<file path="src/rtl/esc_seq_pkg.sv">
package esc_seq_pkg;

   typedef enum logic [1:0] {
      ST_WAIT = 2'd0,
      ST_RUN  = 2'd1,
      ST_POST = 2'd2
   } esc_state_e;

   localparam int unsigned DEF_ESC_CHAR  = 32'h2B;
   localparam int unsigned DEF_RUN_LEN   = 3;
   localparam int unsigned DEF_LEAD_TKS  = 2305;
   localparam int unsigned DEF_TRAIL_TKS = 2305;
   localparam int unsigned DEF_GAP_TKS   = 11;

endpackage

</file>
<file path="src/rtl/esc_idle_timer.sv">
module esc_idle_timer #(
   parameter int unsigned TIME_W = 16
) (
   input  logic              clk,
   input  logic              rst_n,
   input  logic              bit_tick,
   input  logic              line_idle,
   input  logic              byte_vld,
   output logic [TIME_W-1:0] quiet
);

   localparam logic [TIME_W-1:0] SAT = {TIME_W{1'b1}};

   always_ff @(posedge clk or negedge rst_n) begin
      if (!rst_n) begin
         quiet <= '0;
      end else if (byte_vld || !line_idle) begin
         quiet <= '0;
      end else if (bit_tick && (quiet != SAT)) begin
         quiet <= quiet + 1'b1;
      end
   end

endmodule

</file>
<file path="src/rtl/esc_cfg_regs.sv">
module esc_cfg_regs #(
   parameter int unsigned            CHAR_W    = 8,
   parameter int unsigned            CNT_W     = 8,
   parameter int unsigned            TIME_W    = 16,
   parameter logic [CHAR_W-1:0]      DEF_ESC   = 8'h2B,
   parameter logic [CNT_W-1:0]       DEF_CNT   = 3,
   parameter logic [TIME_W-1:0]      DEF_PRE   = 2305,
   parameter logic [TIME_W-1:0]      DEF_POST  = 2305,
   parameter logic [TIME_W-1:0]      DEF_GAP   = 11
) (
   input  logic              clk,
   input  logic              rst_n,
   input  logic              cfg_wr,
   input  logic [CHAR_W-1:0] cfg_esc,
   input  logic [CNT_W-1:0]  cfg_cnt,
   input  logic [TIME_W-1:0] cfg_pre,
   input  logic [TIME_W-1:0] cfg_post,
   input  logic [TIME_W-1:0] cfg_gap,
   output logic [CHAR_W-1:0] esc_q,
   output logic [CNT_W-1:0]  cnt_q,
   output logic [TIME_W-1:0] pre_q,
   output logic [TIME_W-1:0] post_q,
   output logic [TIME_W-1:0] gap_q
);

   always_ff @(posedge clk or negedge rst_n) begin
      if (!rst_n) begin
         esc_q  <= DEF_ESC;
         cnt_q  <= DEF_CNT;
         pre_q  <= DEF_PRE;
         post_q <= DEF_POST;
         gap_q  <= DEF_GAP;
      end else if (cfg_wr) begin
         esc_q  <= cfg_esc;
         cnt_q  <= cfg_cnt;
         pre_q  <= cfg_pre;
         post_q <= cfg_post;
         gap_q  <= cfg_gap;
      end
   end

endmodule

</file>
<file path="src/rtl/esc_seq_fsm.sv">
module esc_seq_fsm
   import esc_seq_pkg::*;
#(
   parameter int unsigned CHAR_W = 8,
   parameter int unsigned CNT_W  = 8,
   parameter int unsigned TIME_W = 16
) (
   input  logic              clk,
   input  logic              rst_n,
   input  logic              byte_vld,
   input  logic [CHAR_W-1:0] byte_data,
   input  logic [TIME_W-1:0] quiet,
   input  logic [CHAR_W-1:0] esc_q,
   input  logic [CNT_W-1:0]  cnt_q,
   input  logic [TIME_W-1:0] pre_q,
   input  logic [TIME_W-1:0] post_q,
   input  logic [TIME_W-1:0] gap_q,
   output esc_state_e        st,
   output logic              fire
);

   localparam logic [CNT_W-1:0] ONE = CNT_W'(1);

   esc_state_e       st_n;
   logic [CNT_W-1:0] hits, hits_n, hits_inc;
   logic             is_esc;

   assign is_esc   = (byte_data == esc_q);
   assign hits_inc = hits + ONE;
   assign fire     = (st == ST_POST) && (quiet >= post_q);

   always_comb begin
      st_n   = st;
      hits_n = hits;
      unique case (st)
         ST_WAIT: begin
            if (byte_vld && is_esc && (quiet >= pre_q) && (cnt_q != '0)) begin
               hits_n = ONE;
               st_n   = (cnt_q == ONE) ? ST_POST : ST_RUN;
            end
         end
         ST_RUN: begin
            if (byte_vld) begin
               if (is_esc && (quiet <= gap_q)) begin
                  hits_n = hits_inc;
                  if (hits_inc == cnt_q) st_n = ST_POST;
               end else begin
                  st_n = ST_WAIT;
               end
            end else if (quiet > gap_q) begin
               st_n = ST_WAIT;
            end
         end
         ST_POST: begin
            if (fire || byte_vld) st_n = ST_WAIT;
         end
         default: st_n = ST_WAIT;
      endcase
   end

   always_ff @(posedge clk or negedge rst_n) begin
      if (!rst_n) begin
         st   <= ST_WAIT;
         hits <= '0;
      end else begin
         st   <= st_n;
         hits <= hits_n;
      end
   end

endmodule

</file>
<file path="src/rtl/esc_seq_detect.sv">
module esc_seq_detect
   import esc_seq_pkg::*;
#(
   parameter int unsigned CHAR_W  = 8,
   parameter int unsigned CNT_W   = 8,
   parameter int unsigned TIME_W  = 16,
   parameter bit          OUT_REG = 1'b1
) (
   input  logic              clk,
   input  logic              rst_n,
   input  logic              bit_tick,
   input  logic              line_idle,
   input  logic              rx_vld,
   input  logic [CHAR_W-1:0] rx_data,
   input  logic              cfg_wr,
   input  logic [CHAR_W-1:0] cfg_esc,
   input  logic [CNT_W-1:0]  cfg_cnt,
   input  logic [TIME_W-1:0] cfg_pre,
   input  logic [TIME_W-1:0] cfg_post,
   input  logic [TIME_W-1:0] cfg_gap,
   output logic              detect
);

   localparam logic [CHAR_W-1:0] RST_ESC  = CHAR_W'(DEF_ESC_CHAR);
   localparam logic [CNT_W-1:0]  RST_CNT  = CNT_W'(DEF_RUN_LEN);
   localparam logic [TIME_W-1:0] RST_PRE  = TIME_W'(DEF_LEAD_TKS);
   localparam logic [TIME_W-1:0] RST_POST = TIME_W'(DEF_TRAIL_TKS);
   localparam logic [TIME_W-1:0] RST_GAP  = TIME_W'(DEF_GAP_TKS);

   // elaboration-time parameter checks
   if (CHAR_W < 1 || CHAR_W > 32) begin : g_bad_char
      $error("esc_seq_detect: CHAR_W out of range");
   end
   if (CNT_W < 2 || CNT_W > 32) begin : g_bad_cnt
      $error("esc_seq_detect: CNT_W out of range");
   end
   if (TIME_W < 12 || TIME_W > 32) begin : g_bad_time
      $error("esc_seq_detect: TIME_W too small for default guard times");
   end

   logic [CHAR_W-1:0] esc_q;
   logic [CNT_W-1:0]  cnt_q;
   logic [TIME_W-1:0] pre_q, post_q, gap_q;
   logic [TIME_W-1:0] quiet;
   esc_state_e        st;
   logic              fire;

   esc_cfg_regs #(
      .CHAR_W(CHAR_W), .CNT_W(CNT_W), .TIME_W(TIME_W),
      .DEF_ESC(RST_ESC), .DEF_CNT(RST_CNT), .DEF_PRE(RST_PRE),
      .DEF_POST(RST_POST), .DEF_GAP(RST_GAP)
   ) u_cfg (
      .clk(clk), .rst_n(rst_n), .cfg_wr(cfg_wr),
      .cfg_esc(cfg_esc), .cfg_cnt(cfg_cnt), .cfg_pre(cfg_pre),
      .cfg_post(cfg_post), .cfg_gap(cfg_gap),
      .esc_q(esc_q), .cnt_q(cnt_q), .pre_q(pre_q),
      .post_q(post_q), .gap_q(gap_q)
   );

   esc_idle_timer #(.TIME_W(TIME_W)) u_timer (
      .clk(clk), .rst_n(rst_n), .bit_tick(bit_tick),
      .line_idle(line_idle), .byte_vld(rx_vld), .quiet(quiet)
   );

   esc_seq_fsm #(.CHAR_W(CHAR_W), .CNT_W(CNT_W), .TIME_W(TIME_W)) u_fsm (
      .clk(clk), .rst_n(rst_n), .byte_vld(rx_vld), .byte_data(rx_data),
      .quiet(quiet), .esc_q(esc_q), .cnt_q(cnt_q), .pre_q(pre_q),
      .post_q(post_q), .gap_q(gap_q), .st(st), .fire(fire)
   );

   if (OUT_REG) begin : g_out_reg
      logic detect_q;
      always_ff @(posedge clk or negedge rst_n) begin
         if (!rst_n) detect_q <= 1'b0;
         else        detect_q <= fire;
      end
      assign detect = detect_q;
   end else begin : g_out_comb
      assign detect = fire;
   end

endmodule

</file>
<file path="config.mk">
export PLATFORM = sky130hd
export DESIGN_NAME = esc_seq_detect
export DESIGN_NICKNAME = d
export VERILOG_FILES = /design/src/rtl/esc_seq_pkg.sv /design/src/rtl/esc_idle_timer.sv /design/src/rtl/esc_cfg_regs.sv /design/src/rtl/esc_seq_fsm.sv /design/src/rtl/esc_seq_detect.sv
export SDC_FILE = /design/constraint.sdc
export NUM_CORES = 1
export LEC_CHECK = 0
export ABC_AREA = 1
export BUFFER_PORTS_ARGS = -buffer_cell sky130_fd_sc_hd__buf_4
export CORE_MARGIN = 4
export CORE_UTILIZATION = 54
export DETAILED_ROUTE_END_ITERATION = 10
export GPL_TIMING_DRIVEN = 0
export PLACE_DENSITY = 0.76
export SYNTH_ARGS = -nofsm -noshare
export SYNTH_HDL_FRONTEND = slang
export SYNTH_SLANG_ARGS = --single-unit
</file>
<file path="constraint.sdc">
create_clock -name clk -period 4 [get_ports clk]
set_input_delay 0.8 -clock clk [delete_from_list [all_inputs] [get_ports clk]]
set_output_delay 0.8 -clock clk [all_outputs]
set_load 0.02 [all_outputs]
</file>
After elaboration in Yosys (flattened, before gate mapping)
Index checks and enable logic that the tools add are counted.

Register bits: 91. Input bits: 78. Output and inout port bits: 1. Logic and storage cells: 56.

$add $sub $neg: 2. Magnitude comparators: 4. Equality and inequality tests: 12. Multiplexer cells: 14. Reductions and logical operators: 15.

Operator list (count): greater-or-equal comparator 16 bit (2); two-way mux 16 bit (2); two-way mux 8 bit (3); adder 16 x 1 -> 16 bit, second input constant (1); == test 8 bit (2); greater-than comparator 16 bit (1); less-or-equal comparator 16 bit (1); != test 16 bit, second input constant (1); case mux 8 bit (2 select lines) (1); two-way mux 2 bit (7); adder 8 x 1 -> 8 bit, second input constant (1); == test 8 x 1 -> 1 bit, second input constant (1); AND reduction 4 bit (2); nonzero test 8 bit (1); logical AND 1 bit (6); case mux 2 bit (3 select lines) (1); != test 2 x 1 -> 1 bit, second input constant (2); != test 2 bit, second input constant (2); != test 4 bit, second input constant (1); nonzero test 2 bit (2); != test 3 x 2 -> 1 bit, second input constant (1); == test 2 x 1 -> 1 bit, second input constant (1); == test 2 bit, second input constant (1); zero test 2 bit (1); other kinds (2) (3).

Depth between registers and ports, before layout
Gate-level depths: netlist of the first run.

Word-level depth: 6. Gate-level depth with buffers: 18. Gate-level depth less buffers: 18.

Modules after synthesis
A second synthesis of the first run with hierarchy kept.

Cell total of the unflattened synthesis: 820. Area, all modules: 5865.6 sq um.

Modules (own cells, without submodules): esc_cfg_regs (times used 1, cells each 270, area an instance 2464.9 sq um, seq. area each 1620.3 sq um); esc_seq_fsm (times used 1, cells each 387, area an instance 2304.7 sq um, seq. area each 250.2 sq um); esc_idle_timer (times used 1, cells each 162, area an instance 1071.0 sq um, seq. area each 400.4 sq um); esc_seq_detect (times used 1, cells each 1, area an instance 25.0 sq um, seq. area each 25.0 sq um).

Worst setup path after synthesis of the first run
No wires, ideal clock.

Kind: flip-flop to flip-flop. Start point: reg u_cfg.gap_q[3]. End point: reg u_fsm.hits[2]. Setup time: 126 ps. Arrival time: 1714 ps. Data required time: 3874 ps. Slack: 2160 ps. Cell stages (with the launch flop): 17. Path buffers: 0. Period minus slack after synthesis: 1840 ps. Cells stage by stage: dfstp_2 inv_1 ha_1 nand2_1 inv_1 nand2_1 nand2_1 nand2_1 nand2_1 nand2_1 nand2_1 nand2_1 nand3_2 nand2_2 inv_2 nand2_1 o21ai_0.

Longest elaborated chain between the ends: 4.

Ends and longest elaborated chain: start: declaration (line esc_cfg_regs.sv:23) `output logic [TIME_W-1:0] gap_q`; start signal: assignment (line esc_cfg_regs.sv:38) `gap_q <= cfg_gap;`; less-or-equal comparator 16 bit (line esc_seq_fsm.sv:44) `if (is_esc && (quiet <= gap_q)) begin`; logical AND 1 bit (line esc_seq_fsm.sv:44); != test 2 x 1 -> 1 bit (no line); AND reduction 4 bit (no line); end signal: assignment (line esc_seq_fsm.sv:67) `hits <= hits_n;`; end: declaration (line esc_seq_fsm.sv:25) `logic [CNT_W-1:0] hits, hits_n, hits_inc;`.

Every way passes these cells. A chain may end at the register's enable or synchronous reset.

Worst setup path in the final report of the first run
Start point: reg u_timer.quiet[11]. End point: reg u_fsm.hits[2].

Longest elaborated chain between the ends: 5. Elaborated cells on any way between the ends: 8. Those cells by class: 2 x order compare; 2 x eq/ne; 4 x reduce/logical.

Ends and longest elaborated chain: start: declaration (line esc_idle_timer.sv:9) `output logic [TIME_W-1:0] quiet`; start signal: assignment (line esc_idle_timer.sv:20) `quiet <= quiet + 1'b1;`; greater-or-equal comparator 16 bit (line esc_seq_fsm.sv:37) `if (byte_vld && is_esc && (quiet >= pre_q) && (cnt_q != '0)) begin`; logical AND 1 bit (2 in a row) (line esc_seq_fsm.sv:37); != test 2 x 1 -> 1 bit (no line); AND reduction 4 bit (no line) (*).

Every way passes the cells marked *; elsewhere a longest branch is shown, timed or not.

==> impl_metrics.csv, run 1 <==
group,metric,value,unit
detailed_routing,remaining_drc_errors,0,
floorplan,core-area,9774,sq um
timing,tightest_slew,1.151,ns
critical_path,worstReg2RegEnd,"u_fsm.hits[2]",
cells_and_area,area_growth,18.24,%
logic_synthesis,yosysUniqueCellTypes,35,
flow_run,maxCapViolCount,0,
floorplan,die_y,108.0,um
placement,placed_area,6148,sq um
critical_path,cp.required,4.26,ns
critical_path,cp_max_fo,8,
detailed_routing,drtAntennaViolNets,0,
status,status,"finished, final reports clean",
logic_synthesis,ys.flop_type,"dfrtp_1",
placement,dp_hpwl,10300,um
detailed_routing,dr.pass1.iters,5,
detailed_routing,num_vias,4741,
critical_path,cp-end-kind,"flip-flop",
timing,period_minus_slack,2.296,ns
logic_synthesis,synth_compound_area_share,12.18,%
critical_path,cp-startpoint,"u_timer.quiet[11]",
global_route,antenna_found_initial,0,
timing,fin_crit_sh,57.41,%
cts,clkLatencyLatePin,0.37,ns
critical_path,start_kind,"flip-flop",
cells_and_area,drive_gt1_share,17.03,%
detailed_routing,viasPerCell,5.187,
logic_synthesis,synth_common_cells,"nand2_1 (174), inv_1 (101), o21ai_0 (81)",
worst_hold_path,min_path_type,"flip-flop to flip-flop",
power_and_ir_drop,power.density,340.9,nW/um^2
logic_synthesis,syn-cell-area,5404,sq um
detailed_routing,wl_per_cell,14.34,um
global_route,overflow,0,
floorplan,die_x,108.0,um
placement,port_buffers,77,
cells_and_area,multi_input_area,2663,sq um
cts,ctsRootBufferMaster,"clkbuf_8",
cells_and_area,fill_cells,878,
timing,relSlewSlack,23.25,%
logic_synthesis,synth-adder-area-share,11.58,%
cts,cts_tree,"yes",
timing,finClkSkew,0.01008,ns
floorplan,dieArea,11670,sq um
logic_synthesis,synthCells,688,
placement,gp_congestion,0.9013,
cts,cts_inserted_buffers,9,
logic_synthesis,synth.most_common_cell,"nand2_1",
cells_and_area,finalInstanceArea,6390,sq um
logic_synthesis,synth_top_family_by_area,"simple AND/OR/NAND/NOR gates",
cells_and_area,stdcell_count,914,
logic_synthesis,synth_edf_count,0,
logic_synthesis,ys_async_sr_fraction,100.0,%
logic_synthesis,synthXorXnorAreaFrac,1.551,%
critical_path,cp-endpoint,"u_fsm.hits[2]",
critical_path,r2r-start,"u_timer.quiet[11]",
logic_synthesis,ys_seq_elements,91,
logic_synthesis,syn_nets,816,
cells_and_area,final_util,65.37,%
timing,setup_viol,0,
detailed_routing,wl,13110,um
placement,post-place-ws,1.719,ns
cts,clock_sinks,91,
floorplan,start_util,55.29,%
logic_synthesis,synth_area_leaders,"dfrtp_1 (35%), nand2_1 (12%), ha_1 (12%)",
timing,finalWorstSetupSlack,1.704,ns
logic_synthesis,yosysTopAreaCell,"dfrtp_1",
cells_and_area,seq_area,2296,sq um
logic_synthesis,netlist.area_leader.share,35.19,%
global_route,grt_usage,23.82,%
logic_synthesis,synth-seq-area-share,42.49,%
logic_synthesis,yosys_warnings,0,
timing,timing.final.max_slew_violations,0,
power_and_ir_drop,leakage,3.343,nW
placement,dp.cells,898,
cts,cts_hold_buf,0,
cts,post_cts.repair.setup_buffers,0,
logic_synthesis,syn_area_per_cell,7.855,sq um
cts,cts_resized,0,
cts,clockBufferDepth,2,
timing,fmax,435.5,MHz
global_route,grt_max_degree,92,
critical_path,reg2reg_depth,12,
timing,fin_setup_tns,0,ns
global_route,grt_pass1_wl,21690,um
cells_and_area,num_antenna_cells,0,
detailed_routing,dr.first_iter.drc_count,198,
floorplan,pin_count,79,
timing,rsz0062_at_grt,"false",
critical_path,path_class,"flip-flop to flip-flop",
critical_path,arrival,2.55,ns
logic_synthesis,synth_simple_gate_area_share,22.71,%
cells_and_area,nets,904,
global_route,grt_pass1_vias,4651,
critical_path,rrSetupSlack,1.70,ns
cts,htreeDepth,3,
cts,clkTransAtPathRegs,0.09,ns
power_and_ir_drop,ir_drop,0.0001683,V
timing,hold_viol,0,
floorplan,row_count,36,
logic_synthesis,synth_mux_area_share,1.250,%
## through the flow
stage / hold slack [ns] / power (mW)
after floorplan: 0.4626 / 1.285
after global placement: 0.4820 / 1.420
after detailed placement: 0.4861 / 1.438
after CTS: 0.5034 / 2.192
after global routing: 0.5129 / 2.297
final: 0.5007 / 2.179
## worst min-delay path by stage
stage / from / cells after the start / endpoint
floorplan: u_fsm.st[0] / 2 / u_fsm.st[0]
global placement: u_fsm.st[0] / 2 / u_fsm.st[0]
detailed placement: u_fsm.st[0] / 2 / u_fsm.st[0]
CTS: u_cfg.esc_q[5] / 2 / u_cfg.esc_q[5]
global route: u_cfg.esc_q[5] / 2 / u_cfg.esc_q[5]
finish: u_cfg.esc_q[5] / 2 / u_cfg.esc_q[5]
## flip-flops by register name, indices dropped and copies added, names as in the netlist
signal,flops
u_fsm.hits,8
u_cfg.post_q,16
u_fsm.st,2
u_cfg.cnt_q,8
u_cfg.pre_q,16
u_cfg.gap_q,16
u_timer.quiet,16
u_cfg.esc_q,8
detect,1
## where the power goes
| group | internal (mW) | leakage (nW) | switching (mW) | total [mW] |
|---|---|---|---|---|
| Combinational | 0.156 | 2.11 | 0.227 | 0.383 |
| Sequential | 1.00 | 1.11 | 0.0332 | 1.04 |
| Clock | 0.430 | 0.123 | 0.330 | 0.761 |
| Total | 1.59 | 3.34 | 0.591 | 2.18 |
## metal layers
metal / vias to the layer above / GRT usage, % / part of all wire (%)
li1: 2395 / - / -
met1: 2215 / 30.22 / 44
met2: 106 / 40.32 / 49
met3: 25 / 3.343 / 4.3
met4: 0 / 11.09 / 2.7
met5: - / 0 / 0
## final cells by class
class | count | share of cell area, %
Clock buffer | 11 | 2.213
Multi-Input combinational cell | 479 | 41.67
Tap cell | 133 | 2.604
Buffer | 14 | 0.8616
Sequential cell | 91 | 35.93
Timing Repair Buffer | 77 | 9.046
Inverter | 104 | 6.109
Clock inverter | 5 | 1.566
## cell usage in the layout, fill, tap and decap left out
master	instances
a21oi_2	1
xor2_1	1
nor4_1	1
nand3_1	32
nor2_1	51
clkbuf_8	10
inv_2	3
nor3_2	3
nand3_2	1
buf_4	77
a21oi_1	35
bufinv_16	3
and2_1	1
nor3_4	1
nand4_1	4
inv_1	101
dfrtp_1	76
o21ai_0	81
nand2_2	4
nand2_1	174
clkinv_2	2
o21bai_1	1
buf_2	2
o21a_1	3
o22ai_1	3
a21o_1	2
nand4_2	1
xnor2_1	6
clkbuf_1	13
ha_1	50
xnor3_1	1
nor2_2	1
nor3_1	11
nand2_4	1
or2_2	1
nor4_2	1
mux2_2	6
dfstp_2	15
o21ai_1	1
## cells by family after synthesis
kind of cell | count (synthesis)
mux | 6
compound gates | 127
xor+xnor | 8
simple gates | 288
flops | 91
buf+inv | 118
fa+ha+maj | 50
## critical path: stages (launching register included)
cell and delay, ns:
dfrtp_1 0.51, ha_1 0.36, nand2_1 0.05, inv_1 0.07, nand3_1 0.13, nor3_2 0.18, nand3_1 0.15, nand2_1 0.16
nand3_2 0.17, nand2_2 0.21, inv_2 0.07, nand2_1 0.05, o21ai_0 0.08
No activity file was read; power rests on OpenSTA's default activity.
==> run 2, diff against run 1 <==
==> constraint.sdc (replaced) <==
create_clock -name clk -period 2.4 [get_ports clk]
set_input_delay 0.48 -clock clk [delete_from_list [all_inputs] [get_ports clk]]
set_output_delay 0.48 -clock clk [all_outputs]
set_load 0.02 [all_outputs]
==> impl_metrics.csv, run 2 (same netlist as run 1, synthesis figures left out) <==
group,metric,value,unit
status,status,"finished, final reports clean",
placement,gp_congestion,0.9013,
critical_path,worst-path-buf-inv,2,
critical_path,path_class,"flip-flop to flip-flop",
timing,rsz0062_at_grt,"false",
critical_path,crit_top_cell,"nand2_1",
cells_and_area,layout_common_cells,"nand2_1 (174), inv_1 (101), o21ai_0 (81)",
critical_path,start_kind,"flip-flop",
timing,setup_viol,0,
placement,dp_hpwl,10300,um
cells_and_area,area_growth,18.50,%
floorplan,core-area,9774,sq um
detailed_routing,viasPerCell,5.191,
power_and_ir_drop,p_total,3.638,mW
placement,placed_area,6148,sq um
detailed_routing,wl,13130,um
worst_hold_path,min-delay-start,"cfg_cnt[4]",
critical_path,critPathTopFamily,"simple AND/OR/NAND/NOR gates",
global_route,grt_usage,23.82,%
cts,htreeDepth,3,
global_route,grt_pass1_wl,21690,um
cells_and_area,stdcell_count,914,
critical_path,cp.required,2.66,ns
power_and_ir_drop,power.density,568.1,nW/um^2
cells_and_area,num_antenna_cells,0,
cells_and_area,nets,904,
critical_path,crit_path_cell_trace,"ha_1 -> nand2_1 -> inv_1 -> nand3_1 -> nor3_2 -> nand3_1 -> nand2_1 -> nand3_4 -> nand2_4 -> inv_2 -> nand2_1 -> o21ai_0",
worst_hold_path,whs_path_depth,3,
timing,tightest_slew,1.154,ns
cts,cts_inserted_buffers,9,
worst_hold_path,min_path_type,"input port to flip-flop",
cells_and_area,drive_gt1_share,17.16,%
critical_path,r2r-start,"u_timer.quiet[11]",
detailed_routing,num_vias,4745,
power_and_ir_drop,leakage,3.342,nW
cts,ctsRootBufferMaster,"clkbuf_8",
critical_path,arrival,2.46,ns
timing,period_minus_slack,2.199,ns
floorplan,die_y,108.0,um
cts,clkLatencyLatePin,0.38,ns
placement,dp.cells,898,
power_and_ir_drop,ir_drop,0.0002807,V
timing,relSlewSlack,23.05,%
critical_path,cp_max_fo,8,
cts,cts_tree,"yes",
critical_path,rrSetupSlack,0.20,ns
critical_path,reg2reg_depth,12,
floorplan,dieArea,11670,sq um
cts,clkTransAtPathRegs,0.09,ns
detailed_routing,wl_per_cell,14.37,um
timing,fmax,454.8,MHz
worst_hold_path,holdPathEnd,"u_cfg.cnt_q[4]",
detailed_routing,drtAntennaViolNets,0,
global_route,grt_pass1_vias,4651,
critical_path,worstReg2RegEnd,"u_fsm.hits[2]",
cts,clock_sinks,91,
detailed_routing,remaining_drc_errors,0,
cts,clockBufferDepth,2,
critical_path,cpMaxStageDelayCell,"dfrtp_2",
floorplan,row_count,36,
detailed_routing,dr.pass1.iters,5,
placement,port_buffers,77,
cells_and_area,finalInstanceArea,6404,sq um
cells_and_area,final_common_cell,"nand2_1",
critical_path,cp_slowest_stage_delay,0.49,ns
timing,fin_crit_sh,91.61,%
timing,finClkSkew,0.01078,ns
timing,hold_viol,0,
floorplan,die_x,108.0,um
flow_run,maxCapViolCount,0,
detailed_routing,dr.first_iter.drc_count,197,
global_route,grt_max_degree,92,
floorplan,pin_count,79,
timing,fin_setup_tns,0,ns
global_route,overflow,0,
timing,timing.final.max_slew_violations,0,
critical_path,cp-end-kind,"flip-flop",
floorplan,start_util,55.29,%
global_route,antenna_found_initial,0,
run 2: worst min-delay path, cell delays in order:
cell,delay (ns)
buf_4,0.07
nand2_1,0.04
o21ai_0,0.06
run 2: layer usage:
layer / vias to the layer above / track usage (%) / routed length, um / share of wire [%]
met5: - / 0 / 0 / 0
met4: 0 / 11.09 / 346 / 2.6
met3: 23 / 3.343 / 570 / 4.3
met2: 112 / 40.32 / 6386 / 49
met1: 2211 / 30.22 / 5831 / 44
li1: 2399 / - / - / -
run 2: how the worst max path moves through the flow:
stage / depth (start not counted) / to / slack, ns / start
detailed placement: 12 / u_fsm.hits[2] / 0.12 / u_timer.quiet[11]
CTS: 12 / u_fsm.hits[7] / 0.10 / u_timer.quiet[11]
global placement: 12 / u_fsm.hits[7] / 0.19 / u_timer.quiet[11]
global route: 12 / u_fsm.hits[2] / 0.008 / u_timer.quiet[11]
finish: 12 / u_fsm.hits[2] / 0.20 / u_timer.quiet[11]
floorplan: 16 / u_fsm.hits[2] / 0.56 / u_cfg.gap_q[3]
run 2: stage by stage:
step           worst slack [ns]  util (%)  hold slack (ns)
6_report                 0.2013     65.51           0.3110
3_5_place_dp             0.1186     62.90           0.4861
3_3_place_gp             0.1910     62.90           0.4820
4_1_cts                  0.1021     65.37           0.2988
5_1_grt                0.008261     65.51           0.3065
2_1_floorplan            0.5602         -           0.1844
run 2: cell type report:
class | count | area, sq um
fill | 876 | 3371
multi-input combinational | 479 | 2675
sequential | 91 | 2297
timing repair buffer | 77 | 578.1
inverter | 104 | 390.4
tap | 133 | 166.4
clock buffer | 11 | 141.4
clock inverter | 5 | 100.1
buffer | 14 | 55.05
run 2: where the power goes:
group / total (mW) / switching, mW / leakage, nW / internal, mW
clock: 1.27 / 0.553 / 0.123 / 0.718
combinational: 0.642 / 0.382 / 2.11 / 0.259
sequential: 1.73 / 0.0554 / 1.10 / 1.67
run 2: repair_timing:
| action | CTS | global route |
|---|---|---|
| buffers inserted | 0 | 0 |
| setup endpoints to repair | 0 | 4 |
| hold buffers | 0 | 0 |
| resized for setup | 0 | 3 |
